### config.mk
export PLATFORM = sky130hd
export DESIGN_NAME = hash_stat_regs
export DESIGN_NICKNAME = d
export VERILOG_FILES = /design/src/rtl/hsr_pkg.sv /design/src/rtl/hsr_bus_decode.sv /design/src/rtl/hsr_status_flags.sv /design/src/rtl/hsr_digest_bank.sv /design/src/rtl/hsr_core_strobes.sv /design/src/rtl/hash_stat_regs.sv
export SDC_FILE = /design/constraint.sdc
export NUM_CORES = 1
export LEC_CHECK = 0
export CAP_MARGIN = 20
export CELL_PAD_IN_SITES_DETAIL_PLACEMENT = 0
export CELL_PAD_IN_SITES_GLOBAL_PLACEMENT = 1
export CORE_MARGIN = 5
export CORE_UTILIZATION = 30
export CTS_CLUSTER_SIZE = 12
export DETAILED_ROUTE_END_ITERATION = 8
export DONT_BUFFER_PORTS = 1
export GPL_TIMING_DRIVEN = 0
export PLACE_DENSITY_LB_ADDON = 0.1
export SYNTH_ARGS = -nofsm -noshare
export SYNTH_HDL_FRONTEND = slang
export SYNTH_SLANG_ARGS = --single-unit
### constraint.sdc
create_clock -name clk -period 1.8 [get_ports clk]
set_input_delay 0.09 -clock clk [delete_from_list [all_inputs] [get_ports clk]]
set_output_delay 0.09 -clock clk [all_outputs]
set_load 0.01 [all_outputs]
### src/rtl/hsr_pkg.sv
package hsr_pkg;
  localparam int OFF_CTRL = 'h00;
  localparam int OFF_DIN  = 'h08;
  localparam int OFF_DIG0 = 'h0C;
  localparam int OFF_IEN  = 'h20;
  localparam int OFF_STS  = 'h24;

  localparam int CTRL_START_BIT = 2;

  typedef struct packed {
    logic dma_act;
    logic dig_rdy;
    logic room;
  } sts_t;
endpackage

### src/rtl/hsr_bus_decode.sv
module hsr_bus_decode
  import hsr_pkg::*;
#(
  parameter int ADDR_W  = 8,
  parameter int DATA_W  = 32,
  parameter int NUM_DIG = 5
) (
  input  logic [ADDR_W-1:0]         addr,
  input  logic                      we,
  input  logic [1:0]                ien,
  input  sts_t                      sts,
  input  logic [NUM_DIG*DATA_W-1:0] dig_flat,
  output logic                      wr_ctrl,
  output logic                      wr_din,
  output logic                      wr_ien,
  output logic                      wr_sts,
  output logic [DATA_W-1:0]         rdata
);
  localparam int BYTES_PER_WORD = DATA_W / 8;

  logic [NUM_DIG-1:0] dig_hit;
  logic               hit_ien;
  logic               hit_sts;

  for (genvar gi = 0; gi < NUM_DIG; gi++) begin : g_dig_hit
    assign dig_hit[gi] = (addr == ADDR_W'(OFF_DIG0 + BYTES_PER_WORD * gi));
  end

  assign hit_ien = (addr == ADDR_W'(OFF_IEN));
  assign hit_sts = (addr == ADDR_W'(OFF_STS));

  always_comb begin
    wr_ctrl = we && (addr == ADDR_W'(OFF_CTRL));
    wr_din  = we && (addr == ADDR_W'(OFF_DIN));
    wr_ien  = we && hit_ien;
    wr_sts  = we && hit_sts;
  end

  always_comb begin
    rdata = '0;
    if (hit_ien) rdata[1:0] = ien;
    if (hit_sts) rdata[2:0] = sts;
    for (int i = 0; i < NUM_DIG; i++) begin
      if (dig_hit[i]) rdata = rdata | dig_flat[i*DATA_W +: DATA_W];
    end
  end
endmodule

### src/rtl/hsr_status_flags.sv
module hsr_status_flags
  import hsr_pkg::*;
(
  input  logic       clk,
  input  logic       rst_n,
  input  logic       wr_ien,
  input  logic       wr_sts,
  input  logic       wr_din,
  input  logic       wr_ctrl,
  input  logic [2:0] wd_lo,
  input  logic       room_pulse,
  input  logic       dig_load,
  input  logic       dma_en,
  input  logic       dma_busy,
  output logic [1:0] ien,
  output sts_t       sts,
  output logic       irq
);
  logic [1:0] ien_q, ien_d;
  logic       room_q, room_d, room_clr, room_en;
  logic       rdy_q,  rdy_d,  rdy_clr,  rdy_en;

  always_comb begin
    ien_d    = wd_lo[1:0];
    room_clr = (wr_sts && !wd_lo[0]) || wr_din;
    rdy_clr  = (wr_sts && !wd_lo[1]) || (wr_ctrl && wd_lo[CTRL_START_BIT]);
    room_en  = room_pulse || room_clr;
    rdy_en   = dig_load || rdy_clr;
    // hardware set has priority over any clear in the same cycle
    room_d   = room_pulse;
    rdy_d    = dig_load;
  end

  always_ff @(posedge clk or negedge rst_n) begin
    if (!rst_n) begin
      ien_q  <= 2'b00;
      room_q <= 1'b1;
      rdy_q  <= 1'b0;
    end else begin
      if (wr_ien)  ien_q  <= ien_d;
      if (room_en) room_q <= room_d;
      if (rdy_en)  rdy_q  <= rdy_d;
    end
  end

  always_comb begin
    ien         = ien_q;
    sts.room    = room_q;
    sts.dig_rdy = rdy_q;
    sts.dma_act = dma_en | dma_busy;
    irq         = (room_q & ien_q[0]) | (rdy_q & ien_q[1]);
  end
endmodule

### src/rtl/hsr_digest_bank.sv
module hsr_digest_bank #(
  parameter int DATA_W  = 32,
  parameter int NUM_DIG = 5
) (
  input  logic                      clk,
  input  logic                      rst_n,
  input  logic                      load,
  input  logic [NUM_DIG*DATA_W-1:0] din,
  output logic [NUM_DIG*DATA_W-1:0] dout
);
  for (genvar gi = 0; gi < NUM_DIG; gi++) begin : g_word
    logic [DATA_W-1:0] word_q, word_d;

    always_comb word_d = din[gi*DATA_W +: DATA_W];

    always_ff @(posedge clk or negedge rst_n) begin
      if (!rst_n)    word_q <= '0;
      else if (load) word_q <= word_d;
    end

    assign dout[gi*DATA_W +: DATA_W] = word_q;
  end
endmodule

### src/rtl/hsr_core_strobes.sv
module hsr_core_strobes
  import hsr_pkg::*;
#(
  parameter int DATA_W = 32
) (
  input  logic              clk,
  input  logic              rst_n,
  input  logic              wr_din,
  input  logic              wr_ctrl,
  input  logic [DATA_W-1:0] wdata,
  output logic              din_stb,
  output logic [DATA_W-1:0] din_word,
  output logic              start_pls
);
  logic              stb_q, stb_d;
  logic              start_q, start_d;
  logic [DATA_W-1:0] word_q;

  always_comb begin
    stb_d   = wr_din;
    start_d = wr_ctrl && wdata[CTRL_START_BIT];
  end

  always_ff @(posedge clk or negedge rst_n) begin
    if (!rst_n) begin
      stb_q   <= 1'b0;
      start_q <= 1'b0;
      word_q  <= '0;
    end else begin
      stb_q   <= stb_d;
      start_q <= start_d;
      if (wr_din) word_q <= wdata;
    end
  end

  assign din_stb   = stb_q;
  assign din_word  = word_q;
  assign start_pls = start_q;
endmodule

### src/rtl/hash_stat_regs.sv
module hash_stat_regs
  import hsr_pkg::*;
#(
  parameter int ADDR_W  = 8,
  parameter int DATA_W  = 32,
  parameter int NUM_DIG = 5
) (
  input  logic                      clk,
  input  logic                      rst_n,
  input  logic [ADDR_W-1:0]         bus_addr,
  input  logic                      bus_we,
  input  logic [DATA_W-1:0]         bus_wdata,
  output logic [DATA_W-1:0]         bus_rdata,
  input  logic                      core_room_pulse,
  input  logic                      core_dig_load,
  input  logic [NUM_DIG*DATA_W-1:0] core_digest,
  input  logic                      dma_en,
  input  logic                      dma_busy,
  output logic                      din_wr_strobe,
  output logic [DATA_W-1:0]         din_word,
  output logic                      calc_start_pulse,
  output logic                      irq
);
  logic                      wr_ctrl, wr_din, wr_ien, wr_sts;
  logic [1:0]                ien_q;
  sts_t                      sts_v;
  logic [NUM_DIG*DATA_W-1:0] dig_flat;
  logic                      sts_flag0, sts_flag1;

  assign sts_flag0 = sts_v.room;
  assign sts_flag1 = sts_v.dig_rdy;

  hsr_bus_decode #(
    .ADDR_W (ADDR_W),
    .DATA_W (DATA_W),
    .NUM_DIG(NUM_DIG)
  ) u_dec (
    .addr    (bus_addr),
    .we      (bus_we),
    .ien     (ien_q),
    .sts     (sts_v),
    .dig_flat(dig_flat),
    .wr_ctrl (wr_ctrl),
    .wr_din  (wr_din),
    .wr_ien  (wr_ien),
    .wr_sts  (wr_sts),
    .rdata   (bus_rdata)
  );

  hsr_status_flags u_flags (
    .clk       (clk),
    .rst_n     (rst_n),
    .wr_ien    (wr_ien),
    .wr_sts    (wr_sts),
    .wr_din    (wr_din),
    .wr_ctrl   (wr_ctrl),
    .wd_lo     (bus_wdata[2:0]),
    .room_pulse(core_room_pulse),
    .dig_load  (core_dig_load),
    .dma_en    (dma_en),
    .dma_busy  (dma_busy),
    .ien       (ien_q),
    .sts       (sts_v),
    .irq       (irq)
  );

  hsr_digest_bank #(
    .DATA_W (DATA_W),
    .NUM_DIG(NUM_DIG)
  ) u_dig (
    .clk  (clk),
    .rst_n(rst_n),
    .load (core_dig_load),
    .din  (core_digest),
    .dout (dig_flat)
  );

  hsr_core_strobes #(
    .DATA_W(DATA_W)
  ) u_stb (
    .clk      (clk),
    .rst_n    (rst_n),
    .wr_din   (wr_din),
    .wr_ctrl  (wr_ctrl),
    .wdata    (bus_wdata),
    .din_stb  (din_wr_strobe),
    .din_word (din_word),
    .start_pls(calc_start_pulse)
  );
endmodule

Yosys cells after proc, flatten, opt, wreduce, memory -nomap -nowiden
Index checks and enable logic that the tools add are counted.
{"block": "op_classes", "addsub": 0, "multipliers": 0, "div_mod_pow": 0, "magnitude_cmp": 0, "n_eq_ne": 8, "shift": 0, "mux": 7, "n_bitwise": 9, "reduce_logical": 14}
{"operator": "2-to-1 mux 32 bit", "count": 5}
{"operator": "OR 32 bit", "count": 4}
{"operator": "equality test 8 x 5 -> 1 bit (second input constant)", "count": 4}
{"operator": "OR 3 x 32 -> 32 bit", "count": 1}
{"operator": "equality test 8 x 4 -> 1 bit (second input constant)", "count": 2}
{"operator": "equality test 8 x 6 -> 1 bit (second input constant)", "count": 2}
{"operator": "logical NOT 8 bit", "count": 1}
{"operator": "logical AND 1 bit", "count": 7}
{"operator": "logical OR 1 bit", "count": 4}
{"operator": "2-to-1 mux 3 bit", "count": 1}
{"operator": "AND 1 bit", "count": 2}
{"operator": "logical NOT 1 bit", "count": 2}
{"operator": "2-to-1 mux 2 bit", "count": 1}
{"operator": "OR 1 bit", "count": 2}
{"block": "totals", "register_bits": 198, "latch_bits": 0, "mem_bits_rw": 0, "romBits": 0, "out_inout_bits": 67, "word_cells": 49, "mem_count": 0}

Depth between registers and ports, before layout
Gate-level depths: netlist of the first run.
{"block": "depth", "ltp_word": 13, "ltp_mapped": 6}

Modules after synthesis
Synthesis of the first run repeated with hierarchy kept, for this count alone.
{"block": "unflattened", "hier_cells": 562, "hier_area_um2": 9282.7}
{"mod": "hsr_digest_bank", "instances": 1, "cells_each": 338, "area_each_um2": 6346.1}
{"mod": "hsr_core_strobes", "instances": 1, "cells_each": 71, "area_each_um2": 1401.3}
{"mod": "hsr_bus_decode", "instances": 1, "cells_each": 137, "area_each_um2": 1343.8}
{"mod": "hsr_status_flags", "instances": 1, "cells_each": 16, "area_each_um2": 191.4}

Least setup slack after synthesis of the first run
Ideal clock, no wire load.
{"block": "synth_timing", "kind": "input -> register", "start": "in bus_addr[2]", "end": "reg u_stb.word_q[10] (netlist: u_stb.din_word[10])", "setup_time_ns": 0.125, "arrival_time_ns": 1.390, "setup_slack_ns": 0.284, "cell_stages": 5, "path_cell_list": "buf_2 -> nor4b_4 -> nand3_4 -> buf_6 -> mux2_4"}
{"block": "synth_via", "elab_chain_cells": 2}
{"item": "from (decl)", "line": "hash_stat_regs.sv:10", "rtl": "input logic [ADDR_W-1:0] bus_addr,"}
{"item": "equality test 8 x 4 -> 1 bit", "line": "hsr_bus_decode.sv:34", "rtl": "wr_din = we && (addr == ADDR_W'(OFF_DIN));"}
{"item": "logical AND 1 bit", "line": "hsr_bus_decode.sv:34"}
{"item": "to (signal assigned)", "line": "hsr_core_strobes.sv:32", "rtl": "if (wr_din) word_q <= wdata;"}
{"item": "to (decl)", "line": "hsr_core_strobes.sv:17", "rtl": "logic [DATA_W-1:0] word_q;"}
Every way passes these cells.
A chain may end at the register's enable or synchronous reset.

Worst setup path in the final report of the first run
{"block": "layout_timing", "start": "reg u_dig.g_word[3].word_q[0]", "end": "out bus_rdata[0]"}
{"block": "layout_via", "elab_chain_cells": 4}
{"item": "from (decl)", "line": "hsr_digest_bank.sv:12", "rtl": "logic [DATA_W-1:0] word_q, word_d;"}
{"item": "from (signal assigned)", "line": "hsr_digest_bank.sv:18", "rtl": "else if (load) word_q <= word_d;"}
{"item": "OR 32 bit *", "line": "hsr_bus_decode.sv:44", "rtl": "if (dig_hit[i]) rdata = rdata | dig_flat[i*DATA_W +: DATA_W];"}
{"item": "2-to-1 mux 32 bit *", "line": "hsr_bus_decode.sv:44"}
{"item": "OR 32 bit", "line": "hsr_bus_decode.sv:44"}
{"item": "2-to-1 mux 32 bit *", "line": "hsr_bus_decode.sv:44"}
{"item": "to (decl)", "line": "hash_stat_regs.sv:13", "rtl": "output logic [DATA_W-1:0] bus_rdata,"}
Every way passes the cells marked *; elsewhere a longest branch is shown, timed or not.

==> impl_metrics.tcl, run 1 <==
set metrics [dict create \
    dpl.cell_count 1032 \
    postSynthAreaPerCell_sq_um 13.8 \
    power_frac_comb_pct 12.0 \
    drt-total-wl_mm 30.0 \
    power_switching_uw 2530 \
    syn-num-nets 848 \
    cp-endpoint "bus_rdata[0]" \
    min_period_over_period_pct 107 \
    worstReg2RegStart "u_flags.ien[0]" \
    worst_pin_slew_ns 0.910 \
    netlist_area_sq_um 8870 \
    root_buffer "clkbuf_16" \
    initial_core_util_pct 30.2 \
    layout_min_cycle_time_ns 1.92 \
    setup_viol 2 \
    power_frac_clock_pct 37.5 \
    area_growth_pct 36.3 \
    r2r_setup_slack_ns 0.46 \
    antenna_found_initial 1 \
    drv_cap 0 \
    dp_hpwl_mm 20.8 \
    holdWs_ns -0.663 \
    fin_total_pwr_uw 10100 \
    placedInstanceArea_sq_um 9370 \
    gp_congestion 0.776 \
    ctsLongestPathBuffers 2 \
    internal-power_uw 7570 \
    yosysWarnings 0 \
    grt_pass1_wl_mm 44.8 \
    drive_gt1_share_pct 31.7 \
    yosys-top-cells-count "197 x dfrtp_1, 168 x mux2_2, 31 x clkbuf_1" \
    clk_pin_slew_ns 0.08 \
    viasPerCell 4.98 \
    relSlewSlack_pct 39.4 \
    timing.fmax_ghz 0.520 \
    finalNetCount 1073 \
    violations "negative hold slack, negative setup slack" \
    ant_nets 0 \
    fillCellCount 2727 \
    clock_skew_ns 0 \
    status "finished with violations" \
    cts_made_buffers 17 \
    crit_start "u_dig.g_word[3].word_q[0]" \
    r2r_cells 2 \
    numClockSinks 198 \
    rsz0062_at_grt "true" \
    final_cell_area_sq_um 12100 \
    timing.final.ws_setup_ns -0.124 \
    drc 0 \
    async_flop_share_pct 100 \
    worstPathRequired_ns 1.71 \
    min_path_type "in2async" \
    die_w_microns 182 \
    drt_first_pass_iters 5 \
    wl_per_cell_microns 23.6 \
    ys_types 37 \
    synth.most_common_cell "dfrtp_1" \
    ys_seq_elements 198 \
    die_h_microns 182 \
    synth.area.top_cells "dfrtp_1 56%, mux2_2 21%, mux2_4 4.9%" \
    synthFlopType "dfrtp_1" \
    grt-ovfl-total 0 \
    maxSlewViolCount 0 \
    cts_tree "done" \
    drtIter0Drc 267 \
    dr_total_vias 6319 \
    crit_fanout 2 \
    multiInputGateArea_sq_um 3750 \
    numPortBuffers 0 \
    crit_path_end_kind "output pin" \
    arrival_ns 1.83 \
    hold_viol 198 \
    crit_type "reg2out" \
    core_area_sq_um 29400 \
    swShare_pct 25.1 \
    ys_seq_area_share_pct 55.8 \
    yosysTopAreaCellShare_pct 55.5 \
    syn_inst 641 \
    grt_max_degree 199 \
    cts.hold.buffers_added 198 \
    ir_drop_mv 0.660 \
    p_leak_uw 0.00522 \
    worst_skew_pair.late_latency_ns 0.44 \
    regArea_sq_um 4960 \
    seq_power_share_pct 50.5 \
    yosysTopAreaCell "dfrtp_1" \
    grt_pass1_vias 7104 \
    htreeDepth 4 \
    die_area_sq_um 33100 \
    finalNonFillerCells 1270 \
    fp-row-count 63 \
    reg2reg_to "u_flags.ien[0]" \
    grt_usage_pct 17.9 \
    ioPinCount 274 \
    synth_edf_count 0 \
    p_per_area_nw_per_um2 835 \
    timing.setup.tns_ns -0.221 \
    utilization_pct 41.1 \
    start_kind "flip-flop" \
]
## power by group through the flow
stage	sequential [uW]	clock [uW]	combinational [uW]
after floorplan	5100	0	662
after global placement	5180	0	810
after detailed placement	5190	0	833
after CTS	5100	3950	1230
after global routing	5150	4110	1310
final	5100	3790	1210
## sequential cells by signal, indices dropped and copies added (netlist names)
signal and cells:
u_stb.start_pls 1, u_stb.din_stb 1, u_dig.g_word.word_q 160, u_flags.room_q 1
u_flags.rdy_q 1, u_flags.ien 2, u_stb.din_word 32
## layout make-up
type | count | share of cell area (%)
inverter | 3 | 0.0931
multi-input combinational | 392 | 31.0
clock buffer | 17 | 3.52
antenna | 1 | 0.0207
sequential | 198 | 41.0
buffer | 48 | 2.16
clock inverter | 15 | 1.22
tap | 390 | 4.03
timing repair buffer | 206 | 17.0
## kinds of logic (layout without fill, tap and decap cells)
group	Yosys count	after routing	synth area share, %
other cells	0	1	0
buf+inv	51	289	2.61
mux	198	198	26.5
simple gates	75	75	5.24
flops	198	198	55.8
compound gates	119	119	9.83
## worst min-delay path by stage
| stage | start | to | cells past startpoint |
|---|---|---|---|
| global route | rst_n | u_stb.din_word[5] | 0 |
| CTS | rst_n | u_stb.din_word[5] | 0 |
| global placement | rst_n | u_stb.din_word[12] | 0 |
| detailed placement | rst_n | u_stb.din_word[12] | 0 |
| floorplan | rst_n | u_dig.g_word[0].word_q[0] | 0 |
| finish | rst_n | u_stb.din_word[5] | 0 |
## per-stage QoR
step | worst slack [ns] | hold WS, ns
5_1_grt | -0.209 | -0.688
4_1_cts | -0.134 | -0.682
3_3_place_gp | -1.22 | -0.200
3_5_place_dp | -0.880 | -0.199
2_1_floorplan | 0.284 | -0.206
6_report | -0.124 | -0.663
## metal layers
metal / up-vias / wire length [microns] / GRT usage, %
li1: 2860 / - / -
met4: 0 / 495 / 4.77
met5: - / 0 / 0
met2: 231 / 14500 / 30.0
met3: 21 / 1980 / 4.91
met1: 3207 / 13000 / 22.9
## critical path, stage by stage, from the launching register on
cell      delay (ns)
dfrtp_1         0.39
mux2_4          0.27
a222oi_1        0.31
nor2_1          0.08
a221o_1         0.34
## cell usage in the layout, fill, tap and decap left out, drive strengths merged, types with 2 or more instances in the layout
| cell type | n |
|---|---|
| mux2 | 197 |
| a21oi | 21 |
| a222oi | 24 |
| dfrtp | 197 |
| a221oi | 7 |
| nand3 | 24 |
| o22ai | 21 |
| dlygate4sd3 | 198 |
| nor3 | 2 |
| nor2 | 2 |
| buf | 25 |
| a21o | 21 |
| a22o | 8 |
| nor4 | 2 |
| o21ai | 11 |
| clkinv | 7 |
| a221o | 2 |
| o211ai | 2 |
| inv | 8 |
| clkbuf | 48 |
| nand2b | 22 |
| clkinvlp | 2 |
| nor4b | 4 |
| nand2 | 13 |
## repair_timing
| item | 4_1_cts | 5_1_grt |
|---|---|---|
| pin swaps | 2 | 5 |
| setup buffers | 7 | 0 |
| gates cloned | 0 | 0 |
| setup endpoints to repair | 33 | 28 |
| resized for setup | 37 | 9 |
| endpoints found under the hold margin | 395 | 198 |
(Power assumes the default switching activity.)
==> inputs of run 2 (changes only) <==
- PLACE_DENSITY_LB_ADDON: 0.1 -> 0.15
==> run 2 against run 1 <==
Net effect:
- the run still ends with negative hold slack, negative setup slack left
- clock power grew 9.5%
- die area is the same
- combinational power is essentially flat
- clock skew is the same
- worst hold slack gained 0.0059 ns
- register-to-register slack is essentially flat
- sequential cell count is the same
- critical endpoint is now bus_rdata[1]
- highest routed layer unchanged
==> impl_metrics.tcl, run 2 (same netlist as run 1, synthesis figures left out) <==
set metrics [dict create \
    status "finished with violations" \
    violations "negative hold slack, negative setup slack" \
    worst_skew_pair.late_latency_ns 0.43 \
    initial_core_util_pct 30.2 \
    fin_total_pwr_uw 10500 \
    worstPathRequired_ns 1.71 \
    p_per_area_nw_per_um2 861 \
    arrival_ns 1.80 \
    layout_min_cycle_time_ns 1.89 \
    min_path_type "in2async" \
    mostFrequentLayoutCells "197 x dfrtp_1, 195 x dlygate4sd3_1, 166 x mux2_2" \
    r2r_cells 3 \
    gp_congestion 0.783 \
    final_common_cell "dfrtp_1" \
    timing.fmax_ghz 0.528 \
    cts_tree "done" \
    viasPerCell 5.01 \
    drtIter0Drc 348 \
    die_h_microns 182 \
    grtUsageMet3_pct 4.81 \
    numClockSinks 198 \
    start_kind "flip-flop" \
    antenna_found_initial 4 \
    ctsLongestPathBuffers 2 \
    crit_fanout 2 \
    maxSlewViolCount 0 \
    relSlewSlack_pct 40.5 \
    busiest_layer "met2" \
    ir_drop_mv 0.584 \
    timing.final.ws_setup_ns -0.0924 \
    cts.hold.buffers_added 195 \
    grt_max_degree 199 \
    worstReg2RegStart "u_flags.room_q" \
    die_area_sq_um 33100 \
    grt-ovfl-total 0 \
    crit_path_end_kind "output pin" \
    finalNonFillerCells 1271 \
    largest_reg_flops 160 \
    reg2reg_to "u_flags.room_q" \
    utilization_pct 41.4 \
    ioPinCount 274 \
    ant_nets 0 \
    numPortBuffers 0 \
    dp_hpwl_mm 20.6 \
    drc 0 \
    regArea_sq_um 4960 \
    rsz0062_at_grt "true" \
    gr-usage-met1_pct 23.0 \
    p_leak_uw 0.00524 \
    area_growth_pct 37.2 \
    min_period_over_period_pct 105 \
    r2r_setup_slack_ns 0.47 \
    dr_total_vias 6371 \
    drt_first_pass_iters 6 \
    grt_pass1_wl_mm 45.2 \
    multiInputGateArea_sq_um 3760 \
    met2_usage_pct 30.8 \
    clock_skew_ns 0 \
    grt_usage_pct 18.1 \
    core_area_sq_um 29400 \
    drt-total-wl_mm 30.1 \
    setup_viol 3 \
    fp-row-count 63 \
    worst_pin_slew_ns 0.893 \
    root_buffer "clkbuf_16" \
    cts_made_buffers 17 \
    top_register "u_dig.g_word.word_q" \
    grt_pass1_vias 7196 \
    htreeDepth 4 \
    fillCellCount 2742 \
    dpl.cell_count 1033 \
    holdWs_ns -0.657 \
    drv_cap 0 \
    clk_pin_slew_ns 0.07 \
    hold_viol 198 \
    die_w_microns 182 \
    crit_type "reg2out" \
    finalNetCount 1072 \
    wl_per_cell_microns 23.7 \
    drive_gt1_share_pct 32.3 \
]
## run 2: changes by cell type in the layout (fill, tap and decap cells not counted), moves of 2 or more
cell,change
diode_2,+3
clkbuf_8,+3
dlygate4sd3_1,-3
bufinv_16,+3
clkbuf_4,+3
inv_8,-2
clkbuf_2,-2
clkinv_4,-4
## run 2: cell type report
class / count / share of cell area (%)
inverters: 3 / 0.0925
clock inverters: 11 / 1.41
well taps: 390 / 4.01
multi-input cells: 392 / 30.9
diodes: 4 / 0.0822
flip-flops and latches: 198 / 40.7
clock buffers: 20 / 3.75
repair buffers: 205 / 16.7
plain buffers: 48 / 2.35
## run 2: how the worst max path moves through the flow
stage | from | endpoint | slack, ns | cells past startpoint
after global routing | u_dig.g_word[4].word_q[0] | bus_rdata[0] | -0.13 | 4
after detailed placement | bus_addr[2] | bus_rdata[8] | -1.05 | 6
after global placement | bus_addr[2] | bus_rdata[8] | -1.29 | 5
final | u_dig.g_word[4].word_q[1] | bus_rdata[1] | -0.09 | 3
after CTS | u_dig.g_word[4].word_q[1] | bus_rdata[1] | -0.13 | 3
after floorplan | bus_addr[2] | u_stb.din_word[10] | 0.28 | 5
## run 2: timing repair
action,4_1_cts,5_1_grt
buffers inserted,7,1
endpoints found under the hold margin,395,198
pin swaps,4,6
setup endpoints to repair,34,39
resized for setup,31,36
## run 2: per-layer routing
layer | routed length (microns) | share of wire, %
met5 | 0 | 0
met4 | 250 | 0.83
met3 | 2070 | 6.9
met2 | 14700 | 49
met1 | 13100 | 43
## run 2: worst max-delay path, stage by stage, from the launching register on
cell	delay [ns]
dfrtp_1	0.39
mux4_2	0.49
nor4b_4	0.15
a221o_1	0.33
## run 2: power breakdown
group | internal (uW) | leakage (uW) | switching, uW | total [uW]
Clock | 2400 | 0.000303 | 1750 | 4150
Combinational | 781 | 0.00256 | 445 | 1230
Sequential | 4840 | 0.00239 | 260 | 5100
Total | 8030 | 0.00524 | 2450 | 10500
## run 2: per-stage QoR
stage / setup TNS (ns) / hold WS [ns] / setup WS [ns] / cell area (sq um)
finish: -0.238 / -0.657 / -0.0924 / 12200
global route: -0.400 / -0.692 / -0.134 / 12200
CTS: -1.24 / -0.689 / -0.128 / 12100
detailed placement: -44.86 / -0.198 / -1.05 / 9380
global placement: -48.77 / -0.200 / -1.29 / 9360
floorplan: 0 / -0.206 / 0.284 / 8870
==> inputs of run 3 (changes only) <==
==> constraint.sdc (replaced) <==
create_clock -name clk -period 1.8 [get_ports clk]
set_input_delay 0.36 -clock clk [delete_from_list [all_inputs] [get_ports clk]]
set_output_delay 0.36 -clock clk [all_outputs]
set_load 0.01 [all_outputs]
==> run 3 against run 2 <==
Net effect:
- setup slack got worse by 0.34 ns
- count of clock-buffer cells in the layout rose by 1
- clock skew did not move
- global-route usage rose by 0.16 points
- power fell by 4.3%
- maximum frequency fell by 15%
- die area did not move
- sequential power barely moved
- the run still ends with negative hold slack, negative setup slack left
- largest cell class unchanged
- sequential share of layout area rose by 4.8 points
- highest routed layer is now met5
- non-clock buffer count fell by 174
- core utilization fell by 4.4 points
==> impl_metrics.tcl, run 3 (same netlist as run 1, synthesis figures left out) <==
set metrics [dict create \
    status "finished with violations" \
    violations "negative hold slack, negative setup slack" \
    dr_total_vias 5794 \
    worstPathRequired_ns 1.44 \
    crit_start "u_dig.g_word[3].word_q[0]" \
    ctsLongestPathBuffers 2 \
    drc 0 \
    arrival_ns 1.87 \
    clk_pin_slew_ns 0.07 \
    initial_core_util_pct 30.2 \
    timing.fmax_ghz 0.449 \
    layout_min_cycle_time_ns 2.23 \
    core_area_sq_um 29400 \
    ioPinCount 274 \
    grt_max_degree 199 \
    crit_path_end_kind "output pin" \
    dp_hpwl_mm 21.3 \
    crit_type "reg2out" \
    fillCellCount 2810 \
    die_h_microns 182 \
    timing.setup.tns_ns -5.92 \
    drt_first_pass_iters 9 \
    r2r_setup_slack_ns 0.97 \
    htreeDepth 4 \
    ir_drop_mv 0.617 \
    grt-ovfl-total 0 \
    holdWs_ns -0.392 \
    viasPerCell 5.28 \
    grt_pass1_vias 6446 \
    worst_skew_pair.late_latency_ns 0.44 \
    finalNetCount 898 \
    crit_fanout 2 \
    clock_skew_ns 0 \
    cp_slowest_cell "dfrtp_1" \
    wl_per_cell_microns 28.0 \
    die_area_sq_um 33100 \
    min_path_type "in2async" \
    numPortBuffers 0 \
    drv_cap 0 \
    root_buffer "clkbuf_16" \
    final_common_cell "dfrtp_1" \
    die_w_microns 182 \
    maxSlewViolCount 0 \
    area_growth_pct 22.8 \
    relSlewSlack_pct 44.0 \
    worst-path-buf-inv 0 \
    fin_total_pwr_uw 10000 \
    reg2reg_to "u_stb.din_word[6]" \
    cts_tree "done" \
    setup_viol 32 \
    worstPathCellList "mux2_4, a222oi_1, nor2_1, a221o_1" \
    antenna_found_initial 7 \
    hold_viol 198 \
    drtIter0Drc 401 \
    worstReg2RegStart "u_stb.din_word[6]" \
    p_per_area_nw_per_um2 921 \
    utilization_pct 37.1 \
    timing.final.ws_setup_ns -0.428 \
    largest_reg_flops 160 \
    drt-total-wl_mm 30.7 \
    start_kind "flip-flop" \
    grt_pass1_wl_mm 44.3 \
    r2r_cells 1 \
    min_period_over_period_pct 124 \
    gp_congestion 0.767 \
    max_stage_delay_ns 0.38 \
    cts_made_buffers 17 \
    rsz0062_at_grt "true" \
    p_leak_uw 0.00471 \
    mostFrequentLayoutCells "197 x dfrtp_1, 166 x mux2_2, 31 x mux2_4" \
    top_register "u_dig.g_word.word_q" \
    grt_usage_pct 18.2 \
    worst_pin_slew_ns 0.839 \
    ant_nets 0 \
    fp-row-count 63 \
    crit_family "compound AO/OA/AOI/OAI gates" \
    drive_gt1_share_pct 47.3 \
    numClockSinks 198 \
]
## run 3: power by group
part / total, uW / switching [uW] / leakage, uW / internal (uW)
Combinational: 951 / 384 / 0.00203 / 567
Clock: 3980 / 1740 / 0.000292 / 2230
Sequential: 5110 / 266 / 0.00239 / 4850
Total: 10000 / 2390 / 0.00471 / 7640
## run 3: repair_timing
item / in CTS / in global routing
resized for setup: 93 / 11
gates cloned: 6 / 2
hold endpoints to repair: 198 / 198
pin swaps: 42 / 32
setup endpoints to repair: 71 / 32
setup buffers: 19 / 7
## run 3: layer usage
metal	global-route usage (%)	share of wire, %	up-vias	routed length (microns)
met5	0	0.16	-	48
li1	-	-	2515	-
met4	4.68	0.96	8	294
met1	22.9	43	3056	13100
met3	6.37	6.9	23	2120
met2	30.1	49	192	15200
## run 3: worst max-delay path by stage
stage | endpoint | slack (ns) | cells after the start
finish | bus_rdata[0] | -0.43 | 4
global route | bus_rdata[0] | -0.54 | 4
CTS | bus_rdata[0] | -0.44 | 4
detailed placement | bus_rdata[23] | -0.70 | 6
global placement | bus_rdata[8] | -0.65 | 5
floorplan | bus_rdata[10] | -0.04 | 6
## run 3: stage by stage
stage / cells / worst slack (ns) / instance area [sq um]
after global routing: 1097 / -0.544 / 10900
after CTS: 1088 / -0.440 / 10800
after floorplan: 641 / -0.0398 / 9000
after global placement: 1031 / -0.654 / 9490
after detailed placement: 1031 / -0.701 / 9490
final: 1097 / -0.428 / 10900
## run 3: layout make-up
type	instances	area, sq um	share of cell area (%)
inverters	3	11.3	0.103
flip-flops and latches	198	4960	45.5
diodes	3	7.51	0.0689
clock inverters	11	148	1.36
clock buffers	21	450	4.13
well taps	390	488	4.48
plain buffers	48	523	4.80
repair buffers	31	398	3.65
multi-input cells	392	3910	35.9
